--- config.mk ---
export PLATFORM = sky130hd
export DESIGN_NAME = gpio_port8
export DESIGN_NICKNAME = d
export VERILOG_FILES = /design/src/rtl/gpio_pkg.sv /design/src/rtl/gpio_sync.sv /design/src/rtl/gpio_regs.sv /design/src/rtl/gpio_pinmux.sv /design/src/rtl/gpio_port8.sv
export SDC_FILE = /design/constraint.sdc
export NUM_CORES = 1
export LEC_CHECK = 0
export BUFFER_PORTS_ARGS = -buffer_cell sky130_fd_sc_hd__buf_4
export CAP_MARGIN = 20
export CORE_MARGIN = 4
export CORE_UTILIZATION = 35
export CTS_BUF_LIST = sky130_fd_sc_hd__clkbuf_16
export DETAILED_ROUTE_END_ITERATION = 10
export GPL_ROUTABILITY_DRIVEN = 0
export SETUP_SLACK_MARGIN = 0.3
export SLEW_MARGIN = 25
export SYNTH_ARGS = -nofsm -noshare
export SYNTH_HDL_FRONTEND = slang
export SYNTH_SLANG_ARGS = --single-unit
--- constraint.sdc ---
create_clock -name clk -period 1.67 [get_ports clk]
set_clock_uncertainty 0.15 [all_clocks]
set_input_delay 0.167 -clock clk [delete_from_list [all_inputs] [get_ports clk]]
set_output_delay 0.167 -clock clk [all_outputs]
set_load 0.05 [all_outputs]
--- src/rtl/gpio_pkg.sv ---
package gpio_pkg;
  typedef enum logic [1:0] {
    MODE_ALT   = 2'b00,
    MODE_OUT   = 2'b01,
    MODE_IN_PU = 2'b10,
    MODE_IN    = 2'b11
  } pin_mode_e;

  localparam int unsigned MODE_W = 2;
  localparam int unsigned BYTE_W = 8;
endpackage

--- src/rtl/gpio_sync.sv ---
module gpio_sync #(
  parameter int unsigned W      = 8,
  parameter int unsigned STAGES = 2
) (
  input  logic         clk,
  input  logic         rst_n,
  input  logic [W-1:0] d_async,
  output logic [W-1:0] q_sync
);
  logic [STAGES-1:0][W-1:0] stage_q;

  genvar s;
  generate
    for (s = 0; s < STAGES; s++) begin : g_stage
      if (s == 0) begin : g_first
        always_ff @(posedge clk) begin
          if (!rst_n) stage_q[0] <= '0;
          else        stage_q[0] <= d_async;
        end
      end else begin : g_next
        always_ff @(posedge clk) begin
          if (!rst_n) stage_q[s] <= '0;
          else        stage_q[s] <= stage_q[s-1];
        end
      end
    end
  endgenerate

  assign q_sync = stage_q[STAGES-1];
endmodule

--- src/rtl/gpio_regs.sv ---
module gpio_regs #(
  parameter int unsigned NPINS    = 8,
  parameter int unsigned ADDR_W   = 4,
  parameter int unsigned CTRL_OFS = 0,
  parameter int unsigned DATA_OFS = 2
) (
  input  logic                  clk,
  input  logic                  rst_n,
  input  logic [ADDR_W-1:0]     bus_addr,
  input  logic                  bus_we,
  input  logic [2*NPINS/8-1:0]  bus_be,
  input  logic [2*NPINS-1:0]    bus_wdata,
  output logic [2*NPINS-1:0]    bus_rdata,
  input  logic [NPINS-1:0]      pins_sync,
  output logic [2*NPINS-1:0]    mode_q,
  output logic [NPINS-1:0]      latch_q
);
  localparam int unsigned BUS_W = 2 * NPINS;

  logic hit_ctrl, hit_data;
  logic [BUS_W-1:0] rd_next;

  assign hit_ctrl = (bus_addr == ADDR_W'(CTRL_OFS));
  assign hit_data = (bus_addr == ADDR_W'(DATA_OFS));

  genvar i;
  generate
    for (i = 0; i < BUS_W; i++) begin : g_mode_bit
      always_ff @(posedge clk) begin
        if (!rst_n)
          mode_q[i] <= 1'b1;
        else if (bus_we && hit_ctrl && bus_be[i / gpio_pkg::BYTE_W])
          mode_q[i] <= bus_wdata[i];
      end
    end
    for (i = 0; i < NPINS; i++) begin : g_latch_bit
      always_ff @(posedge clk) begin
        if (!rst_n)
          latch_q[i] <= 1'b0;
        else if (bus_we && hit_data && bus_be[i / gpio_pkg::BYTE_W])
          latch_q[i] <= bus_wdata[i];
      end
    end
  endgenerate

  always_comb begin
    rd_next = '0;
    if (hit_ctrl)      rd_next = mode_q;
    else if (hit_data) rd_next = {{(BUS_W-NPINS){1'b0}}, pins_sync};
  end

  always_ff @(posedge clk) begin
    if (!rst_n) bus_rdata <= '0;
    else        bus_rdata <= rd_next;
  end
endmodule

--- src/rtl/gpio_pinmux.sv ---
module gpio_pinmux #(
  parameter int unsigned NPINS = 8
) (
  input  logic [2*NPINS-1:0] mode_q,
  input  logic [NPINS-1:0]   latch_q,
  input  logic [NPINS-1:0]   alt_out,
  input  logic [NPINS-1:0]   alt_oe,
  output logic [NPINS-1:0]   pin_out,
  output logic [NPINS-1:0]   pin_oe,
  output logic [NPINS-1:0]   pin_pu,
  output logic [NPINS-1:0]   pin_alt
);
  import gpio_pkg::*;

  genvar n;
  generate
    for (n = 0; n < NPINS; n++) begin : g_pin
      pin_mode_e mode;
      logic o_val, o_en, pu_en, alt_sel;

      assign mode = pin_mode_e'(mode_q[MODE_W*n +: MODE_W]);

      always_comb begin
        o_val   = 1'b0;
        o_en    = 1'b0;
        pu_en   = 1'b0;
        alt_sel = 1'b0;
        unique case (mode)
          MODE_ALT: begin
            alt_sel = 1'b1;
            o_val   = alt_out[n];
            o_en    = alt_oe[n];
          end
          MODE_OUT: begin
            o_val = latch_q[n];
            o_en  = 1'b1;
          end
          MODE_IN_PU: pu_en = 1'b1;
          default: ;
        endcase
      end

      assign pin_out[n] = o_val;
      assign pin_oe[n]  = o_en;
      assign pin_pu[n]  = pu_en;
      assign pin_alt[n] = alt_sel;
    end
  endgenerate
endmodule

--- src/rtl/gpio_port8.sv ---
module gpio_port8 #(
  parameter int unsigned NPINS       = 8,
  parameter int unsigned ADDR_W      = 4,
  parameter int unsigned CTRL_OFS    = 0,
  parameter int unsigned DATA_OFS    = 2,
  parameter int unsigned SYNC_STAGES = 2
) (
  input  logic                 clk,
  input  logic                 rst_n,
  input  logic [ADDR_W-1:0]    bus_addr,
  input  logic                 bus_we,
  input  logic [2*NPINS/8-1:0] bus_be,
  input  logic [2*NPINS-1:0]   bus_wdata,
  output logic [2*NPINS-1:0]   bus_rdata,
  input  logic [NPINS-1:0]     pin_in,
  input  logic [NPINS-1:0]     alt_out,
  input  logic [NPINS-1:0]     alt_oe,
  output logic [NPINS-1:0]     pin_out,
  output logic [NPINS-1:0]     pin_oe,
  output logic [NPINS-1:0]     pin_pu,
  output logic [NPINS-1:0]     pin_alt
);
  localparam int unsigned BUS_W = 2 * NPINS;

  logic [NPINS-1:0] pins_sync;
  logic [BUS_W-1:0] mode_q;
  logic [NPINS-1:0] latch_q;

  gpio_sync #(.W(NPINS), .STAGES(SYNC_STAGES)) u_sync (
    .clk     (clk),
    .rst_n   (rst_n),
    .d_async (pin_in),
    .q_sync  (pins_sync)
  );

  gpio_regs #(
    .NPINS(NPINS), .ADDR_W(ADDR_W), .CTRL_OFS(CTRL_OFS), .DATA_OFS(DATA_OFS)
  ) u_regs (
    .clk       (clk),
    .rst_n     (rst_n),
    .bus_addr  (bus_addr),
    .bus_we    (bus_we),
    .bus_be    (bus_be),
    .bus_wdata (bus_wdata),
    .bus_rdata (bus_rdata),
    .pins_sync (pins_sync),
    .mode_q    (mode_q),
    .latch_q   (latch_q)
  );

  gpio_pinmux #(.NPINS(NPINS)) u_mux (
    .mode_q  (mode_q),
    .latch_q (latch_q),
    .alt_out (alt_out),
    .alt_oe  (alt_oe),
    .pin_out (pin_out),
    .pin_oe  (pin_oe),
    .pin_pu  (pin_pu),
    .pin_alt (pin_alt)
  );
endmodule

---- Yosys cells after proc, flatten, opt, wreduce, memory -nomap -nowiden ----
Index checks and enable logic that the tools add are counted.
word-level totals
  flip-flop bits (word level) ............. 56
  input bits .............................. 49
  output and inout port bits .............. 48
  logic and storage cells ................. 92
operators by class
  equal/unequal tests ..................... 17
  muxes and demuxes ....................... 34
  reductions and logical operators ........ 14
operator list
  operator                                             count
  case mux 1 bit (2 select lines)                      16
  equality test 2 x 1 -> 1 bit, second input constant  8
  equality test 2 bit, second input constant           8
  logical NOT 2 bit                                    8
  two-way mux 1 bit                                    16
  two-way mux 16 bit                                   1
  two-way mux 8 bit                                    1
  logical AND 1 bit                                    5
  equality test 4 x 2 -> 1 bit, second input constant  1
  logical NOT 4 bit                                    1

---- Logic depth before layout (Yosys ltp) ----
Gate-level depths: netlist of run 1.
  word-level depth ........................ 3
  depth in mapped cells ................... 4

---- Cells and area by module ----
Synthesis of run 1 repeated with hierarchy kept, for this count alone.
second synthesis, totals
  cell total of the unflattened synthesis .. 271
  area total of the unflattened synthesis .. 2499.9 sq um
modules (own cells, without submodules)
  module       times used  cells each  area each (sq um)
  gpio_regs    1           150         1486.4
  gpio_pinmux  1           80          506.7
  gpio_sync    1           41          506.7

---- Worst setup path before layout of run 1 ----
No wires, ideal clock.
  path type ............................... input to register
  from .................................... input bus_addr[3]
  to ...................................... register u_regs.mode_q[0]
  setup time .............................. 0.141 ns
  arrival time ............................ 0.925 ns
  data required time ...................... 1.379 ns
  path slack .............................. 0.454 ns
  stages .................................. 4
  path buffers ............................ 1
  cells stage by stage .................... nor4_4 and3_1 buf_4 o211ai_1
between the ends
  word-level cells in the longest chain between the ends .. 3
ends and longest elaborated chain
  item                             line              RTL
  start: declaration               gpio_port8.sv:10  input logic [ADDR_W-1:0] bus_addr,
  logical NOT 4 bit                gpio_regs.sv:23   assign hit_ctrl = (bus_addr == ADDR_W'(CTRL_OFS));
  logical AND 1 bit (2 in series)  gpio_regs.sv:32   else if (bus_we && hit_ctrl && bus_be[i / gpio_pkg::BYTE_W])
  end signal: indexed assignment   gpio_regs.sv:33   mode_q[i] <= bus_wdata[i];
  end: declaration                 gpio_regs.sv:15   output logic [2*NPINS-1:0] mode_q,
No other way between the ends.
A chain may end at the register's enable or synchronous reset.

---- Worst setup path after layout of run 1 ----
  from .................................... register u_regs.mode_q[4]
  to ...................................... output pin_out[2]
between the ends
  word-level cells in the longest chain between the ends .. 2
  elaborated cells on any way between the ends .. 3
ends and longest elaborated chain
  item                                                                      line               RTL
  equality test 2 x 1 -> 1 bit / logical NOT 2 bit (equally long branches)  gpio_pinmux.sv:28  unique case (mode)
  case mux 1 bit (2 select lines) *                                         gpio_pinmux.sv:28
  end: declaration                                                          gpio_port8.sv:18   output logic [NPINS-1:0] pin_out,
Every way passes the cells marked *; elsewhere a longest branch is shown, timed or not.

==> impl_metrics.csv, run 1 <==
group,metric,value,unit
logic_synthesis,yosys.area_share.simple,21.9,%
floorplanning,start_util,36.7,%
timing,slew_violations,0,
floorplanning,die_x,90.5,µm
layout,diodes,0,
worst_setup_path,cp-end-kind,"output pin",
timing,tns,0,ps
floorplanning,core,0.00649,mm²
worst_setup_path,worst-setup-path-type,"register to output pin",
worst_setup_path,crit_path_start_kind,"register",
logic_synthesis,synth-seq-area-share,47.1,%
logic_synthesis,avgSynthCellArea,9.02,µm²
logic_synthesis,synth_compound_area_share,7.99,%
global_routing,grt-ovfl-total,0,
logic_synthesis,netlist_area,0.00238,mm²
logic_synthesis,synthAdderAreaFrac,0,%
worst_setup_path,crit_fanout,6,
global_routing,grt_pass1_vias,1829,
power_and_ir_drop,power_density,824,mW/mm²
global_routing,grt_antenna_before_repair,0,
layout,areaGrowthSynthToFinish,41.3,%
power_and_ir_drop,power,2.77,mW
timing,slew_headroom,70.9,%
floorplanning,die_h,90.5,µm
timing,timing.final.crit_period,1400,ps
logic_synthesis,syn_nets,313,
place,dp_hpwl,4.13,mm
clock_tree,cts.clk_slew.worst_paths,60,ps
status,outcome,"complete, but fails checks",
global_routing,grt_pass1_wl,8.91,mm
hold_path,holdCritPathClass,"input port to register",
layout,drive_gt1_share,39.2,%
clock_tree,numCtsBuffers,5,
logic_synthesis,yosysUniqueCellTypes,15,
clock_tree,cts_buffer_depth,2,
routing,drt_iter0_markers,71,
routing,drcViolationCount,0,
run,cap_violations,0,
hold_path,holdPathEnd,"u_regs.mode_q[15]",
clock_tree,htree_num_levels,2,
routing,viasPerCell,4.66,
timing,setup_violations,0,
clock_tree,cts_tree,"yes",
power_and_ir_drop,peakVddDrop,0.658,mV
timing,timing.fmax,0.716,GHz
routing,postRouteAntennaNets,0,
worst_setup_path,rrSetupSlack,720,ps
clock_tree,clock-sinks,56,
routing,vias,1940,
logic_synthesis,ys_ff_latch,56,
logic_synthesis,synth_xor_area_share,0,%
status,failed_checks,"hold timing",
floorplanning,die-area,0.00819,mm²
global_routing,grt_max_degree,45,
worst_setup_path,rr_worst_depth,3,
timing,grt_setup_unrepaired,"yes",
power_and_ir_drop,leakage,1.63,nW
global_routing,grt.total_usage,13.6,%
worst_setup_path,worst-endpoint-arrival,1080,ps
floorplanning,pin_count,97,
hold_path,hp-start,"bus_wdata[15]",
routing,post_drt_wl_per_cell,13.5,µm
clock_tree,root_buffer,"clkbuf_16",
clock_tree,clock_latency,280,ps
logic_synthesis,synth_top_family_by_area,"simple AND/OR/NAND/NOR gates",
hold_path,min_path_cells,3,
layout,fill_cells,601,
place,port_buffers,96,
worst_setup_path,rr_startpoint,"u_regs.mode_q[2]",
logic_synthesis,ys_warn_count,0,
layout,fin_nets,387,
timing,finalHoldViolCount,1,
floorplanning,row_count,29,
routing,dr.pass1.iters,4,
routing,wl,5.62,mm
worst_setup_path,critical_path_required,1350,ps
logic_synthesis,synth_mux_area_share,6.73,%
logic_synthesis,syn_inst,264,
timing,post-route-period-util,83.6,%
timing,whs,-0.902,ps
worst_setup_path,r2r_end,"u_regs.mode_q[2]",
timing,worst_slew_pin_slew,433,ps
-- kinds of logic (layout without fill, tap and decap cells) --
group,Yosys count,in the layout
compound gates,24,24
buf+inv,65,140
simple gates,103,103
mux,16,16
flops,56,56
-- layer usage --
metal	vias up	GRT usage (%)	wire, µm
met5	-	0	0
met1	887	16.2	2530
li1	998	-	-
met3	4	3.17	296
met2	51	23.4	2740
met4	0	5.36	61
-- registers in the layout (all words and copies together), names as in the netlist --
| register | count |
|---|---|
| u_regs.latch_q | 8 |
| u_sync.stage_q | 8 |
| u_regs.bus_rdata | 16 |
| u_regs.mode_q | 16 |
| u_sync.q_sync | 8 |
-- cell type report --
class / instances / area [µm²] / area share [%]
timing repair buffer: 116 / 987 / 29.4
clock buffer: 5 / 125 / 3.72
multi-input combinational: 143 / 885 / 26.3
inverter: 16 / 60.1 / 1.79
tap: 77 / 96.3 / 2.86
sequential: 56 / 1170 / 34.8
clock inverter: 3 / 38.8 / 1.15
-- where the power goes --
group	switching (mW)	total, mW	internal, mW
clock	0.440	1.14	0.699
combinational	0.129	0.270	0.141
sequential	0.0139	1.36	1.35
total	0.583	2.77	2.19
-- synth_stat cells --
| library cell | instances | share of area (%) |
|---|---|---|
| and2_1 | 18 | 4.7 |
| nor2_1 | 40 | 6.3 |
| nor4_4 | 1 | 0.89 |
| a22o_1 | 8 | 2.9 |
| nand4_1 | 16 | 4.2 |
| buf_4 | 38 | 12 |
| clkbuf_1 | 10 | 1.6 |
| nor4b_1 | 1 | 0.37 |
| nand2_1 | 16 | 2.5 |
| dfxtp_1 | 56 | 47 |
| inv_1 | 16 | 2.5 |
| and3_1 | 11 | 2.9 |
| o211ai_1 | 16 | 5.0 |
| buf_2 | 1 | 0.21 |
| mux2i_1 | 16 | 6.7 |
-- cell usage in the layout (no fill, tap or decap), drive strengths merged, types with 5 or more instances in the layout --
cell type	n
buf	103
dlygate4sd3	13
mux2i	16
and3	11
o211ai	16
a22o	8
nor2	40
nand2	16
inv	17
clkbuf	5
and2	18
dfxtp	56
nand4	16
-- through the flow --
stage | utilization, % | cell area [µm²] | cells | setup slack [ps]
6_report | 51.8 | 3360 | 416 | 274
5_1_grt | 51.8 | 3360 | 416 | 224
4_1_cts | 50.8 | 3300 | 415 | 255
3_5_place_dp | 44.8 | 2910 | 392 | 87.6
3_3_place_gp | 44.8 | 2910 | 392 | 142
2_1_floorplan | - | 2380 | 264 | 454
-- worst max path at each step --
| stage | start | endpoint | cells after the start |
|---|---|---|---|
| floorplan | bus_addr[3] | u_regs.mode_q[0] | 4 |
| global placement | bus_addr[3] | u_regs.mode_q[9] | 4 |
| detailed placement | bus_addr[3] | u_regs.mode_q[10] | 4 |
| CTS | u_regs.mode_q[4] | pin_out[2] | 3 |
| global route | u_regs.mode_q[4] | pin_out[2] | 3 |
| finish | u_regs.mode_q[4] | pin_out[2] | 3 |
-- repair_timing --
action	in CTS	in global routing
hold buffers	13	0
setup buffers	2	1
pin swaps	0	2
gates resized for setup	34	19
endpoints found under the setup margin	25	20
hold endpoints to repair	13	0
-- worst max-delay path, cell delays in order, from the launching register on --
cell and delay [ps]:
dfxtp_4 370, mux2i_1 120, nor2_1 130, buf_6 180
No activity file was read; power rests on OpenSTA's default activity.
==> inputs of run 2 (changes only) <==
Clock period 1.67 ns to 1.1 ns, I/O delays scaled along.
==> run 2 against run 1 <==
The run ends with hold timing, setup timing left. Via count rose by 6.9%. Worst hold slack got worse by 120 ps. Core utilization is 10 points higher. Critical path type unchanged. Design area rose by 20%. Critical path depth unchanged. Wire length grew 9.3%. Worst setup slack got worse by 530 ps. Power rose by 54%. Count of clock-buffer cells in the layout unchanged.
==> impl_metrics.csv, run 2 (synthesized netlist as in run 1, its figures left out) <==
group,metric,value,unit
status,outcome,"complete, but fails checks",
status,failed_checks,"hold timing, setup timing",
timing,timing.fmax,0.737,GHz
floorplanning,start_util,36.7,%
power_and_ir_drop,power,4.27,mW
worst_setup_path,crit_chain,"mux2i_1 > nor2_1 > buf_6",
timing,grt_setup_unrepaired,"yes",
routing,dr.pass1.iters,4,
layout,mostFrequentLayoutCell,"buf_4",
layout,largestRegisters,"u_regs.bus_rdata x16, u_regs.mode_q x16",
clock_tree,numCtsBuffers,5,
routing,drcViolationCount,0,
hold_path,holdCritPathClass,"input port to register",
timing,slew_violations,0,
clock_tree,cts_buffer_depth,2,
worst_setup_path,crit_path_start_kind,"register",
layout,fin_nets,405,
routing,post_drt_wl_per_cell,14.2,µm
timing,tns,-5440,ps
place,port_buffers,96,
floorplanning,row_count,29,
worst_setup_path,crit_fanout,5,
power_and_ir_drop,peakVddDrop,0.701,mV
floorplanning,core,0.00649,mm²
global_routing,grt_pass1_vias,2083,
timing,worst_slew_pin_slew,239,ps
routing,drt_iter0_markers,73,
layout,post-route-util,62.2,%
global_routing,grt.total_usage,15.0,%
timing,slew_headroom,84.0,%
worst_setup_path,worst-endpoint-arrival,1100,ps
clock_tree,clock_latency,280,ps
worst_setup_path,slowest_stage,"dfxtp_4",
global_routing,grt_pass1_wl,10.1,mm
power_and_ir_drop,power_density,1060,mW/mm²
timing,timing.final.crit_period,1360,ps
global_routing,grt_antenna_before_repair,0,
global_routing,met2_usage,25.2,%
place,dp_hpwl,4.30,mm
global_routing,grt_busiest_layer,"met2",
layout,mostFrequentLayoutCells,"buf_4, buf_6, buf_8, dfxtp_1, nor2_4",
routing,vias,2074,
layout,drive_gt1_share,59.8,%
clock_tree,htree_num_levels,2,
global_routing,gr-usage-met1,18.3,%
layout,diodes,0,
worst_setup_path,worst-setup-path-type,"register to output pin",
timing,finalHoldViolCount,30,
run,cap_violations,0,
worst_setup_path,cp-end-kind,"output pin",
routing,postRouteAntennaNets,0,
worst_setup_path,critical_path_required,840,ps
power_and_ir_drop,leakage,1.82,nW
routing,viasPerCell,4.79,
clock_tree,cts_tree,"yes",
global_routing,gr-usage-met3,3.92,%
timing,fin_ws,-258,ps
clock_tree,clock-sinks,56,
global_routing,grt_max_degree,41,
timing,whs,-121,ps
timing,post-route-period-util,123,%
layout,areaGrowthSynthToFinish,69.7,%
floorplanning,die_x,90.5,µm
global_routing,grt-ovfl-total,0,
worst_setup_path,critPathMaxStageDelay,390,ps
floorplanning,die_h,90.5,µm
timing,setup_violations,32,
routing,wl,6.14,mm
floorplanning,die-area,0.00819,mm²
clock_tree,cts.clk_slew.worst_paths,70,ps
clock_tree,root_buffer,"clkbuf_16",
floorplanning,pin_count,97,
run 2: changes by cell type in the layout (fill, tap and decap cells not counted), sizes merged:
cell | previous run | this run
dlygate4sd3 | 13 | 0
clkinv | 1 | 0
buf | 103 | 134
run 2: worst paths after layout:
kind / slack, ps / cells after the start / startpoint / end
min: -120 / 2 / pin_in[5] / u_sync.stage_q[5]
max reg2reg: 50 / 3 / u_regs.mode_q[2] / u_regs.bus_rdata[2]
max: -260 / 3 / u_regs.mode_q[0] / pin_out[0]
min reg2reg: 280 / 1 / u_sync.stage_q[2] / u_sync.q_sync[2]
run 2: metal layers:
metal / vias to the layer above / part of all wire [%]
met2: 63 / 49
met1: 968 / 43
met5: - / 0
li1: 1031 / -
met4: 0 / 2.4
met3: 12 / 5.6
run 2: final cells by class:
cell class	instances	area, µm²
clock buffer	5	125
fill	534	2450
clock inverter	2	33.8
inverter	16	62.6
tap	77	96.3
timing repair buffer	134	1440
multi-input combinational	143	1090
sequential	56	1200
run 2: repair_timing:
item | 4_1_cts | 5_1_grt
resized for setup | 129 | 42
endpoints found under the setup margin | 87 | 88
gates cloned | 1 | 0
endpoints found under the hold margin | 30 | 26
setup buffers | 9 | 8
pin swaps | 15 | 18
run 2: through the flow:
stage               cells  instance area (µm²)  hold slack [ps]  setup slack [ps]
CTS                   425                 3830             -127              -237
detailed placement    408                 3130              171              -272
global placement      408                 3130              168              -247
finish                433                 4040             -121              -258
floorplan             264                 2510             87.3             -52.9
global route          433                 4040             -125              -298
run 2: worst max-delay path: cells and delay by family, from the launching register on:
kind,cells,cell delay [ps]
buffers and inverters,1,150
and+or+nand+nor,1,70
muxes,1,210
DFF,1,390
run 2: report_power, final:
| group | switching [mW] | internal [mW] |
|---|---|---|
| registers | 0.0284 | 2.05 |
| logic | 0.217 | 0.259 |
| clock network | 0.660 | 1.05 |
| total | 0.906 | 3.36 |
==> inputs of run 3 (changes only) <==
--- a/config.mk
+++ b/config.mk
@@ -10,3 +10,3 @@
 export CORE_MARGIN = 4
-export CORE_UTILIZATION = 35
+export CORE_UTILIZATION = 37
 export CTS_BUF_LIST = sky130_fd_sc_hd__clkbuf_16
@@ -14,2 +14,3 @@
 export GPL_ROUTABILITY_DRIVEN = 0
+export PLACE_DENSITY = 0.66
 export SETUP_SLACK_MARGIN = 0.3
--- a/constraint.sdc
+++ b/constraint.sdc
@@ -4,2 +4,2 @@
 set_output_delay 0.11 -clock clk [all_outputs]
-set_load 0.05 [all_outputs]
+set_load 0.01 [all_outputs]
==> run 3 against run 2 <==
The run still ends with hold timing, setup timing left. Design area down 6.0%. Sequential share of layout area up 2.0 points. Cell count down 0.69%. First-iteration DRC count up 38%. Combinational power down 18%.
==> impl_metrics.csv, run 3 (synthesized netlist as in run 1, its figures left out) <==
group,metric,value,unit
floorplanning,row_count,28,
global_routing,grt_max_degree,38,
layout,drive_gt1_share,59.7,%
power_and_ir_drop,clkPwrFrac,41.3,%
timing,timing.fmax,0.763,GHz
layout,fin_nets,403,
place,port_buffers,96,
status,failed_checks,"hold timing, setup timing",
timing,tns,-3710,ps
power_and_ir_drop,p_switching,854,µW
run,cap_violations,0,
routing,viasPerCell,4.81,
floorplanning,core,0.00610,mm²
timing,finalHoldViolCount,30,
global_routing,grt_busiest_layer,"met2",
routing,wl,6.22,mm
layout,fill_cells,507,
clock_tree,root_buffer,"clkbuf_16",
place,post_dp_cell_area,0.00305,mm²
floorplanning,pin_count,97,
global_routing,grt-ovfl-total,0,
global_routing,grt.total_usage,15.5,%
status,outcome,"complete, but fails checks",
worst_setup_path,cp-end-kind,"output pin",
power_and_ir_drop,peakVddDrop,0.832,mV
routing,post_drt_wl_per_cell,14.5,µm
worst_setup_path,worst-setup-path-type,"register to output pin",
global_routing,grt_antenna_before_repair,0,
hold_path,holdCritPathClass,"input port to register",
worst_setup_path,crit_path_start_kind,"register",
global_routing,grt_pass1_vias,1867,
clock_tree,cts_tree,"yes",
layout,post-route-util,62.3,%
worst_setup_path,critical_path_required,840,ps
power_and_ir_drop,power_density,1100,mW/mm²
power_and_ir_drop,power_frac_comb,9.4,%
floorplanning,die_x,88.2,µm
floorplanning,die_h,88.2,µm
layout,fin_area,0.00380,mm²
layout,mostFrequentLayoutCell,"buf_4",
timing,post-route-period-util,119,%
timing,grt_setup_unrepaired,"yes",
power_and_ir_drop,power,4.20,mW
routing,postRouteAntennaNets,0,
worst_setup_path,worst-endpoint-arrival,1050,ps
layout,mostFrequentLayoutCells,"buf_4, buf_6, dfxtp_1, nor2_1",
power_and_ir_drop,switching_share,20.4,%
worst_setup_path,crit_fanout,4,
global_routing,met2_usage,26.0,%
global_routing,gr-usage-met1,18.7,%
clock_tree,cts_buffer_depth,2,
clock_tree,numCtsBuffers,5,
layout,largestRegisters,"u_regs.bus_rdata x16, u_regs.mode_q x16",
clock_tree,htree_num_levels,2,
clock_tree,cts.clk_slew.worst_paths,70,ps
global_routing,grt_pass1_wl,9.23,mm
timing,slew_headroom,79.0,%
timing,slew_violations,0,
timing,fin_ws,-210,ps
timing,timing.final.crit_period,1310,ps
power_and_ir_drop,p_seq_share,49.3,%
timing,setup_violations,35,
timing,worst_slew_pin_slew,315,ps
power_and_ir_drop,leakage,1.76,nW
clock_tree,clock_latency,290,ps
clock_tree,clock-sinks,56,
global_routing,gr-usage-met3,4.75,%
routing,drcViolationCount,0,
floorplanning,die-area,0.00778,mm²
floorplanning,start_util,39.1,%
timing,whs,-128,ps
routing,dr.pass1.iters,4,
place,dp_hpwl,4.27,mm
layout,diodes,0,
routing,drt_iter0_markers,101,
routing,vias,2069,
layout,areaGrowthSynthToFinish,59.5,%
power_and_ir_drop,p_int,3.34,mW
run 3: cell types whose count changed in the layout (fill, tap and decap cells not counted), sizes merged:
cell and delta:
buf -2, clkinv +1
run 3: final timing paths:
check / start / endpoint / slack, ps / depth (start not counted)
min reg2reg: u_sync.stage_q[0] / u_sync.q_sync[0] / 280 / 1
min: pin_in[2] / u_sync.stage_q[2] / -130 / 2
max reg2reg: u_regs.mode_q[2] / u_regs.bus_rdata[2] / -40 / 4
max: u_regs.mode_q[0] / pin_out[0] / -210 / 3
run 3: power by group through the flow:
stage          Sequential (mW)  Clock [mW]  Combinational (mW)
2_1_floorplan             2.14           0               0.129
3_3_place_gp              2.14           0               0.325
3_5_place_dp              2.14           0               0.332
4_1_cts                   2.07        1.77               0.378
5_1_grt                   2.07        1.86               0.425
6_report                  2.07        1.73               0.393
run 3: area by class of cell:
class / count / area [µm²] / area share [%]
inverters: 16 / 65.1 / 1.71
well taps: 75 / 93.8 / 2.47
multi-input cells: 143 / 1020 / 26.8
clock buffers: 5 / 125 / 3.29
flip-flops and latches: 56 / 1200 / 31.6
repair buffers: 132 / 1260 / 33.1
clock inverters: 3 / 38.8 / 1.02
run 3: critical path, stage by stage, from the launching register on:
cell	delay (ps)
dfxtp_4	380
mux2i_1	200
nor2_1	50
buf_4	140
run 3: per-stage QoR:
step	setup WS (ps)	instances
floorplan	-52.9	264
global placement	-336	402
detailed placement	-409	402
CTS	-216	423
global route	-265	430
finish	-210	430
run 3: metal layers:
layer,up-vias,share of wire [%]
met3,14,7.6
met4,0,2.3
li1,1027,-
met5,-,0
met2,65,50
met1,963,40
run 3: repair_timing:
action                     4_1_cts  5_1_grt
pin swaps                       28       13
resized for setup              111       37
setup endpoints to repair       87       88
hold endpoints to repair        30       26
buffers inserted                12        7
gates cloned                     1        0
